===== config.mk =====
export PLATFORM = sky130hd
export DESIGN_NAME = card_cycle_timer
export DESIGN_NICKNAME = d
export VERILOG_FILES = /design/src/rtl/cct_pkg.sv /design/src/rtl/cct_regbank.sv /design/src/rtl/cct_phase_timer.sv /design/src/rtl/cct_seq.sv /design/src/rtl/card_cycle_timer.sv
export SDC_FILE = /design/constraint.sdc
export NUM_CORES = 1
export LEC_CHECK = 0
export ABC_AREA = 1
export BUFFER_PORTS_ARGS = -buffer_cell sky130_fd_sc_hd__buf_2
export CAP_MARGIN = 15
export CORE_AREA = 2 2 94 96
export DETAILED_ROUTE_END_ITERATION = 10
export DIE_AREA = 0 0 96 98
export GPL_TIMING_DRIVEN = 0
export HOLD_SLACK_MARGIN = 0.03
export MAX_ROUTING_LAYER = met4
export PLACE_DENSITY = 0.69
export SLEW_MARGIN = 20
export SYNTH_ARGS = -nofsm -noshare
export SYNTH_HDL_FRONTEND = slang
export SYNTH_SLANG_ARGS = --single-unit
export TNS_END_PERCENT = 5

===== constraint.sdc =====
create_clock -name clk -period 8.5 [get_ports clk]
set_input_delay 1.7 -clock clk [delete_from_list [all_inputs] [get_ports clk]]
set_output_delay 1.7 -clock clk [all_outputs]
set_load 0.005 [all_outputs]

===== src/rtl/cct_pkg.sv =====
package cct_pkg;

  typedef enum logic [1:0] {
    PH_IDLE  = 2'd0,
    PH_SETUP = 2'd1,
    PH_CMD   = 2'd2,
    PH_REC   = 2'd3
  } phase_t;

  // clocks spent in a phase: (multiplier + 1) scaled by 2^(select*step)
  function automatic int unsigned phase_len(input int unsigned mult,
                                            input int unsigned psel,
                                            input int unsigned step);
    return (mult + 1) << (psel * step);
  endfunction

  function automatic phase_t phase_after(input phase_t p);
    phase_t n;
    case (p)
      PH_SETUP: n = PH_CMD;
      PH_CMD:   n = PH_REC;
      default:  n = PH_IDLE;
    endcase
    return n;
  endfunction

endpackage


===== src/rtl/cct_regbank.sv =====
module cct_regbank #(
  parameter int NUM_SETS = 2,
  parameter int REG_W    = 8,
  parameter int SET_W    = 1
) (
  input  logic             clk,
  input  logic             rst_n,
  input  logic             wr_en,
  input  logic [SET_W-1:0] wr_set,
  input  logic [1:0]       wr_idx,
  input  logic [REG_W-1:0] wr_data,
  input  logic [SET_W-1:0] rd_set,
  output logic [REG_W-1:0] rd_setup,
  output logic [REG_W-1:0] rd_cmd,
  output logic [REG_W-1:0] rd_rec
);

  localparam int PH_REGS = 3;
  localparam int FLAT_W  = NUM_SETS * PH_REGS * REG_W;

  logic [FLAT_W-1:0] flat;

  for (genvar s = 0; s < NUM_SETS; s++) begin : g_set
    for (genvar k = 0; k < PH_REGS; k++) begin : g_reg
      logic [REG_W-1:0] q;
      always_ff @(posedge clk or negedge rst_n) begin
        if (!rst_n)
          q <= '0;
        else if (wr_en && (wr_set == SET_W'(s)) && (wr_idx == 2'(k)))
          q <= wr_data;
      end
      assign flat[(s*PH_REGS + k)*REG_W +: REG_W] = q;
    end
  end

  logic [SET_W-1:0] rd_safe;
  assign rd_safe = (int'(rd_set) < NUM_SETS) ? rd_set : '0;

  assign rd_setup = flat[(int'(rd_safe)*PH_REGS + 0)*REG_W +: REG_W];
  assign rd_cmd   = flat[(int'(rd_safe)*PH_REGS + 1)*REG_W +: REG_W];
  assign rd_rec   = flat[(int'(rd_safe)*PH_REGS + 2)*REG_W +: REG_W];


  idx_hole_chk: assert property (@(posedge clk) disable iff (!rst_n)
    (wr_en && wr_idx == 2'd3) |=> (flat == $past(flat)))
    else $error("write to unused index altered a timing byte");

endmodule


===== src/rtl/cct_phase_timer.sv =====
module cct_phase_timer #(
  parameter int CNT_W = 18
) (
  input  logic             clk,
  input  logic             rst_n,
  input  logic             restart,
  input  logic [CNT_W:0]   cur_len,
  output logic [CNT_W-1:0] elapsed,
  output logic             expired
);

  localparam logic [CNT_W-1:0] CNT_MAX = '1;

  always_ff @(posedge clk or negedge rst_n) begin
    if (!rst_n)
      elapsed <= '0;
    else if (restart)
      elapsed <= '0;
    else if (elapsed != CNT_MAX)
      elapsed <= elapsed + 1'b1;
  end

  // the current cycle is the last one once elapsed+1 reaches the length;
  // a length shortened below the count also ends the phase at once
  assign expired = ({1'b0, elapsed} + 1'b1) >= cur_len;

endmodule


===== src/rtl/cct_seq.sv =====
module cct_seq
  import cct_pkg::*;
#(
  parameter int SET_W = 1
) (
  input  logic             clk,
  input  logic             rst_n,
  input  logic             start,
  input  logic [SET_W-1:0] set_sel,
  input  logic             card_wait,
  input  logic             expired,
  output phase_t           phase,
  output logic [SET_W-1:0] act_set,
  output logic             done,
  output logic             phase_end,
  output logic             restart
);

  logic wait_hold;

  assign wait_hold = (phase == PH_CMD) && card_wait;
  assign phase_end = (phase != PH_IDLE) && expired && !wait_hold;
  assign restart   = (phase == PH_IDLE) || phase_end;

  always_ff @(posedge clk or negedge rst_n) begin
    if (!rst_n) begin
      phase   <= PH_IDLE;
      act_set <= '0;
      done    <= 1'b0;
    end else begin
      done <= (phase == PH_REC) && phase_end;
      if (phase == PH_IDLE) begin
        if (start) begin
          phase   <= PH_SETUP;
          act_set <= set_sel;
        end
      end else if (phase_end) begin
        phase <= phase_after(phase);
      end
    end
  end


  start_accept_chk: assert property (@(posedge clk) disable iff (!rst_n)
    (phase == PH_IDLE && start) |=> (phase == PH_SETUP))
    else $error("idle start not accepted");


  start_ignore_chk: assert property (@(posedge clk) disable iff (!rst_n)
    (phase != PH_IDLE && start && !phase_end) |=> $stable(phase) && $stable(act_set))
    else $error("start while busy disturbed the access");


  order_chk: assert property (@(posedge clk) disable iff (!rst_n)
    (phase == PH_CMD && $past(phase) != PH_CMD) |-> ($past(phase) == PH_SETUP))
    else $error("command phase not entered from setup");


  wait_hold_chk: assert property (@(posedge clk) disable iff (!rst_n)
    (phase == PH_CMD && card_wait) |=> (phase == PH_CMD))
    else $error("command phase ended under wait");


  done_pulse_chk: assert property (@(posedge clk) disable iff (!rst_n)
    done |=> !done)
    else $error("done longer than one cycle");


  done_idle_chk: assert property (@(posedge clk) disable iff (!rst_n)
    done |-> (phase == PH_IDLE))
    else $error("done while busy");

endmodule


===== src/rtl/card_cycle_timer.sv =====
module card_cycle_timer
  import cct_pkg::*;
#(
  parameter  int NUM_SETS = 2,
  parameter  int MULT_W   = 6,
  parameter  int PSEL_W   = 2,
  parameter  int PRE_STEP = 4,
  localparam int SET_W    = (NUM_SETS > 1) ? $clog2(NUM_SETS) : 1,
  localparam int REG_W    = MULT_W + PSEL_W
) (
  input  logic             clk,
  input  logic             rst_n,
  input  logic             cfg_we,
  input  logic [SET_W-1:0] cfg_set,
  input  logic [1:0]       cfg_phase,
  input  logic [REG_W-1:0] cfg_data,
  input  logic             start,
  input  logic [SET_W-1:0] set_sel,
  input  logic             card_wait,
  output logic             addr_valid,
  output logic             cmd_strobe,
  output logic             busy,
  output logic             done
);

  localparam int CNT_W = MULT_W + PRE_STEP * ((1 << PSEL_W) - 1);
  localparam int LEN_W = CNT_W + 1;

  phase_t           phase;
  logic [SET_W-1:0] act_set;
  logic [REG_W-1:0] rd_setup, rd_cmd, rd_rec, cur_reg;
  logic [LEN_W-1:0] cur_len;
  logic [CNT_W-1:0] elapsed;
  logic             expired, phase_end, restart;

  cct_regbank #(.NUM_SETS(NUM_SETS), .REG_W(REG_W), .SET_W(SET_W)) u_regs (
    .clk      (clk),
    .rst_n    (rst_n),
    .wr_en    (cfg_we),
    .wr_set   (cfg_set),
    .wr_idx   (cfg_phase),
    .wr_data  (cfg_data),
    .rd_set   (act_set),
    .rd_setup (rd_setup),
    .rd_cmd   (rd_cmd),
    .rd_rec   (rd_rec)
  );

  always_comb begin
    case (phase)
      PH_SETUP: cur_reg = rd_setup;
      PH_CMD:   cur_reg = rd_cmd;
      default:  cur_reg = rd_rec;
    endcase
  end

  assign cur_len = LEN_W'(phase_len(int'(cur_reg[MULT_W-1:0]),
                                    int'(cur_reg[REG_W-1:MULT_W]),
                                    PRE_STEP));

  cct_phase_timer #(.CNT_W(CNT_W)) u_timer (
    .clk     (clk),
    .rst_n   (rst_n),
    .restart (restart),
    .cur_len (cur_len),
    .elapsed (elapsed),
    .expired (expired)
  );

  cct_seq #(.SET_W(SET_W)) u_seq (
    .clk       (clk),
    .rst_n     (rst_n),
    .start     (start),
    .set_sel   (set_sel),
    .card_wait (card_wait),
    .expired   (expired),
    .phase     (phase),
    .act_set   (act_set),
    .done      (done),
    .phase_end (phase_end),
    .restart   (restart)
  );

  assign addr_valid = (phase == PH_SETUP);
  assign cmd_strobe = (phase == PH_CMD);
  assign busy       = (phase != PH_IDLE);


  cnt_restart_chk: assert property (@(posedge clk) disable iff (!rst_n)
    (busy && phase != $past(phase)) |-> (elapsed == '0))
    else $error("phase counter not restarted on phase entry");


  len_floor_chk: assert property (@(posedge clk) disable iff (!rst_n)
    busy |-> (cur_len >= LEN_W'(1)))
    else $error("phase length below one clock");


  rec_quiet_chk: assert property (@(posedge clk) disable iff (!rst_n)
    (phase == PH_REC) |-> (!addr_valid && !cmd_strobe && busy))
    else $error("strobe active during recovery");

endmodule


==> metrics.log <==
INFO  metric timing.critical_path.mode_cell = nand2_1
INFO  metric synth.ff_latch_count = 70
INFO  metric hold_end = u_regs.g_set[1].g_reg[1].q[0]$_DFFE_PN0P_
INFO  metric worst-r2r-setup-slack = 3990 ps
INFO  metric peak_fanout_along_the_critical_path = 10
INFO  metric timing.hold.worst.start = u_regs.g_set[1].g_reg[1].q[0]$_DFFE_PN0P_
INFO  metric first_global_vias = 3695
INFO  metric initial_utilization = 0.5322
INFO  metric synth_async_sr_flop_share = 1.000
INFO  metric arrival_time_at_the_worst_endpoint = between 4000 and 5000 ps
INFO  metric max_cap_viol = 0
INFO  metric first_pass_iters = 4
INFO  metric portion_of_synthesized_cell_area_occupied_by_the_leading_cell_type = 0.3888
INFO  metric grt_setup_unrepaired = false
INFO  metric cts_max_level = 3
INFO  metric final_layout_size_suffix_gt1_frac = 0.1399
INFO  metric antenna_cells_inserted = 0
INFO  metric final.setup_skew = 7.695 ps
INFO  metric area_growth_syn_to_layout = 10.97%
INFO  metric worstRegToRegCells = 29
INFO  metric synth_nets = 635
INFO  metric detailedPlacementHpwl = 7.881 mm
INFO  metric finalPower = 1.846 mW
INFO  metric worstPathRequired = 8750 ps
INFO  metric type_of_the_tightest_min_delay_check = flop to flop
INFO  metric core.rowCount = 34
INFO  metric post-route-period-util = 0.5302
INFO  metric setup-tns-final = 0 ps
INFO  metric finalWeightedCongestion = about 0.85
INFO  metric port-buffer-count = 20
INFO  metric grt.overflow.total = 0
INFO  metric die_width = 96 um
INFO  metric layout.core_utilization = 0.5906
INFO  metric timing_worst_slew_pin_value = 528.6 ps
INFO  metric status = finished, final reports clean
INFO  metric cts_sinks = 70
INFO  metric critPathTopFamily = simple AND/OR/NAND/NOR gates
INFO  metric synth_area = between 4000 and 5000 um2
INFO  metric io_pins = 21
INFO  metric placedCellCount = ~700
INFO  metric die_height = 98 um
INFO  metric cts_setup_buffers = 0
INFO  metric clk_root_buffer_cell = clkbuf_8
INFO  metric worst_setup_path_start_kind = flop
INFO  metric synth.lib_cells_used.distinct = 36
INFO  metric minimum_clock_period_after_layout = 4507 ps
INFO  metric clk_pin_slew_worst_paths = 80 ps
INFO  metric drt_iter0_drc = 176
INFO  metric slew_headroom = 0.6439
INFO  metric final-max-slew-violation-count = 0
INFO  metric synthesis.instances = 592
INFO  metric ys_top_cells_by_area = dfrtp_1 (39%), nand2_1 (14%), ha_1 (7.2%)
INFO  metric critPathKind = flop to flop
INFO  metric route.detailed.wl_per_inst = 13.99 um
INFO  metric final_non_filler_cells = 737
INFO  metric vias = 3885
INFO  metric worst_r2r_endpoint = u_timer.elapsed[12]$_DFFE_PN0P_
INFO  metric cts_tree = done
INFO  metric max_stage_delay_on_crit_path = 410 ps
INFO  metric clock_latency = 360 ps
INFO  metric syn-mean-instance-area = 7.611 um2
INFO  metric dieArea = approximately 9400 um2
INFO  metric powerDensity = ~370 nW/um2
INFO  metric grt_antenna_before_repair = 0
INFO  metric core-area = between 8000 and 9000 um2
INFO  metric ant_nets = 0
INFO  metric holdPathStages = 2
INFO  metric power.leakage = 2.517 nW
INFO  metric synth_top_cell_by_area = dfrtp_1
INFO  metric timing_hold_violations_final = 0
INFO  metric most_repeated_cell_in_the_gate_level_netlist_after_synthesis = nand2_1
INFO  metric fmax = roughly 0.22 GHz
INFO  metric seq_area_frac_synth = 0.3888
INFO  metric fin_nets = 667
INFO  metric synth_top_cells_by_count = nand2_1 (174), dfrtp_1 (70), inv_1 (67)
INFO  metric total_clock_buffers_created_by_cts = 9
INFO  metric cpMaxStageDelayCell = dfrtp_1
INFO  metric avgViaCountPerCell = 5.271
INFO  metric detail_route.drc_violations = 0
INFO  metric grt_first_pass_wirelength = 17.68 mm
INFO  metric finalSetupViolations = 0
INFO  metric track_usage = 0.2491
INFO  metric cp.buffers_inverters = 7
INFO  metric synth-warning-count = 0
INFO  metric hold-worst-slack = 489.8 ps
INFO  metric grt_max_degree = between 50 and 60
INFO  metric worstSetupEndpointType = flop
INFO  metric totalWireLength = 10.31 mm
INFO  metric timing.rr.start = u_seq.act_set$_DFFE_PN0P_
INFO  metric cts-root-to-sink-buffers = 2
INFO  metric postSynth.topFlopCell = dfrtp_1
INFO  metric cts_resized = 0
INFO  metric cts-hold-fix-buffers = 0
INFO  metric vdd.ir_drop.worst = 214.1 uV
INFO  metric synth-edff-count = 0
[cell families (layout without fill, tap and decap cells)]
logic type / after synthesis / after routing / share of synthesized area
and+or+nand+nor: 282 / 282 / 0.2808
xor gates and xnor gates: 13 / 13 / 0.02694
DFF: 70 / 70 / 0.3888
buffers and inverters: 90 / 127 / 0.09025
adders and majority gates: 26 / 26 / 0.07220
AOI/OAI and AO/OA: 111 / 111 / 0.1411
[cells in the final DEF, fill, tap and decap left out, drive strengths merged, types with 12 or more instances in the layout]
master,synthesis,routed
a21oi,39,39
o21ai,65,65
ha,26,26
nor2,36,36
inv,71,74
xor2,12,12
nand2,183,183
clkbuf,6,15
dfrtp,70,70
buf,13,34
nand3,44,44
[power by group]
group	leakage (nW)	total (mW)	internal, mW	switching [mW]
registers	0.902	0.433	0.390	0.0426
logic	1.50	1.10	0.393	0.706
clock network	0.112	0.313	0.170	0.144
total	2.52	1.85	0.953	0.893
[metal layers]
metal	global-route usage	vias up	wire length (um)
met1	0.3115	1815	4456
li1	-	1985	-
met3	0.04167	13	376
met4	0.07912	0	174
met5	-	-	0
met2	0.4087	72	5307
[sequential cells by signal, indices dropped and copies added (netlist names)]
| name | count |
|---|---|
| u_regs.g_set.g.q | 48 |
| u_timer.elapsed | 18 |
| u_seq.phase | 2 |
| u_seq.act_set | 1 |
| u_seq.done | 1 |
[worst min-delay path, cell delays in order, from the launching register on]
cell and delay (ps):
dfrtp_1 350, nand2_1 50, o21ai_0 60
[worst max-delay path by stage]
stage | cells past startpoint | start | end
floorplan | 30 | u_seq.phase[0]$_DFFE_PN0P_ | u_timer.elapsed[12]$_DFFE_PN0P_
global placement | 29 | u_seq.act_set$_DFFE_PN0P_ | u_timer.elapsed[12]$_DFFE_PN0P_
detailed placement | 29 | u_seq.act_set$_DFFE_PN0P_ | u_timer.elapsed[12]$_DFFE_PN0P_
CTS | 29 | u_seq.act_set$_DFFE_PN0P_ | u_timer.elapsed[12]$_DFFE_PN0P_
global route | 31 | u_seq.act_set$_DFFE_PN0P_ | u_timer.elapsed[11]$_DFFE_PN0P_
finish | 29 | u_seq.act_set$_DFFE_PN0P_ | u_timer.elapsed[12]$_DFFE_PN0P_
[stage by stage]
step                setup WS (ps)  cell area [um2]
floorplan                    4734             4506
global placement             4079             4741
detailed placement           4071             4771
CTS                          4013             5000
global route                 3605             5000
finish                       3994             5000
[cell type report]
cell class / count / area [um2]
Clock inverter: 7 / 105.1
Inverter: 71 / 271.5
Buffer: 19 / 135.1
Sequential cell: 70 / 1752
Clock buffer: 9 / 123.9
Timing Repair Buffer: 21 / 130.1
Fill cell: 797 / 3466
Tap cell: 108 / 135.1
Multi-Input combinational cell: 432 / 2347
(Power assumes the default switching activity.)
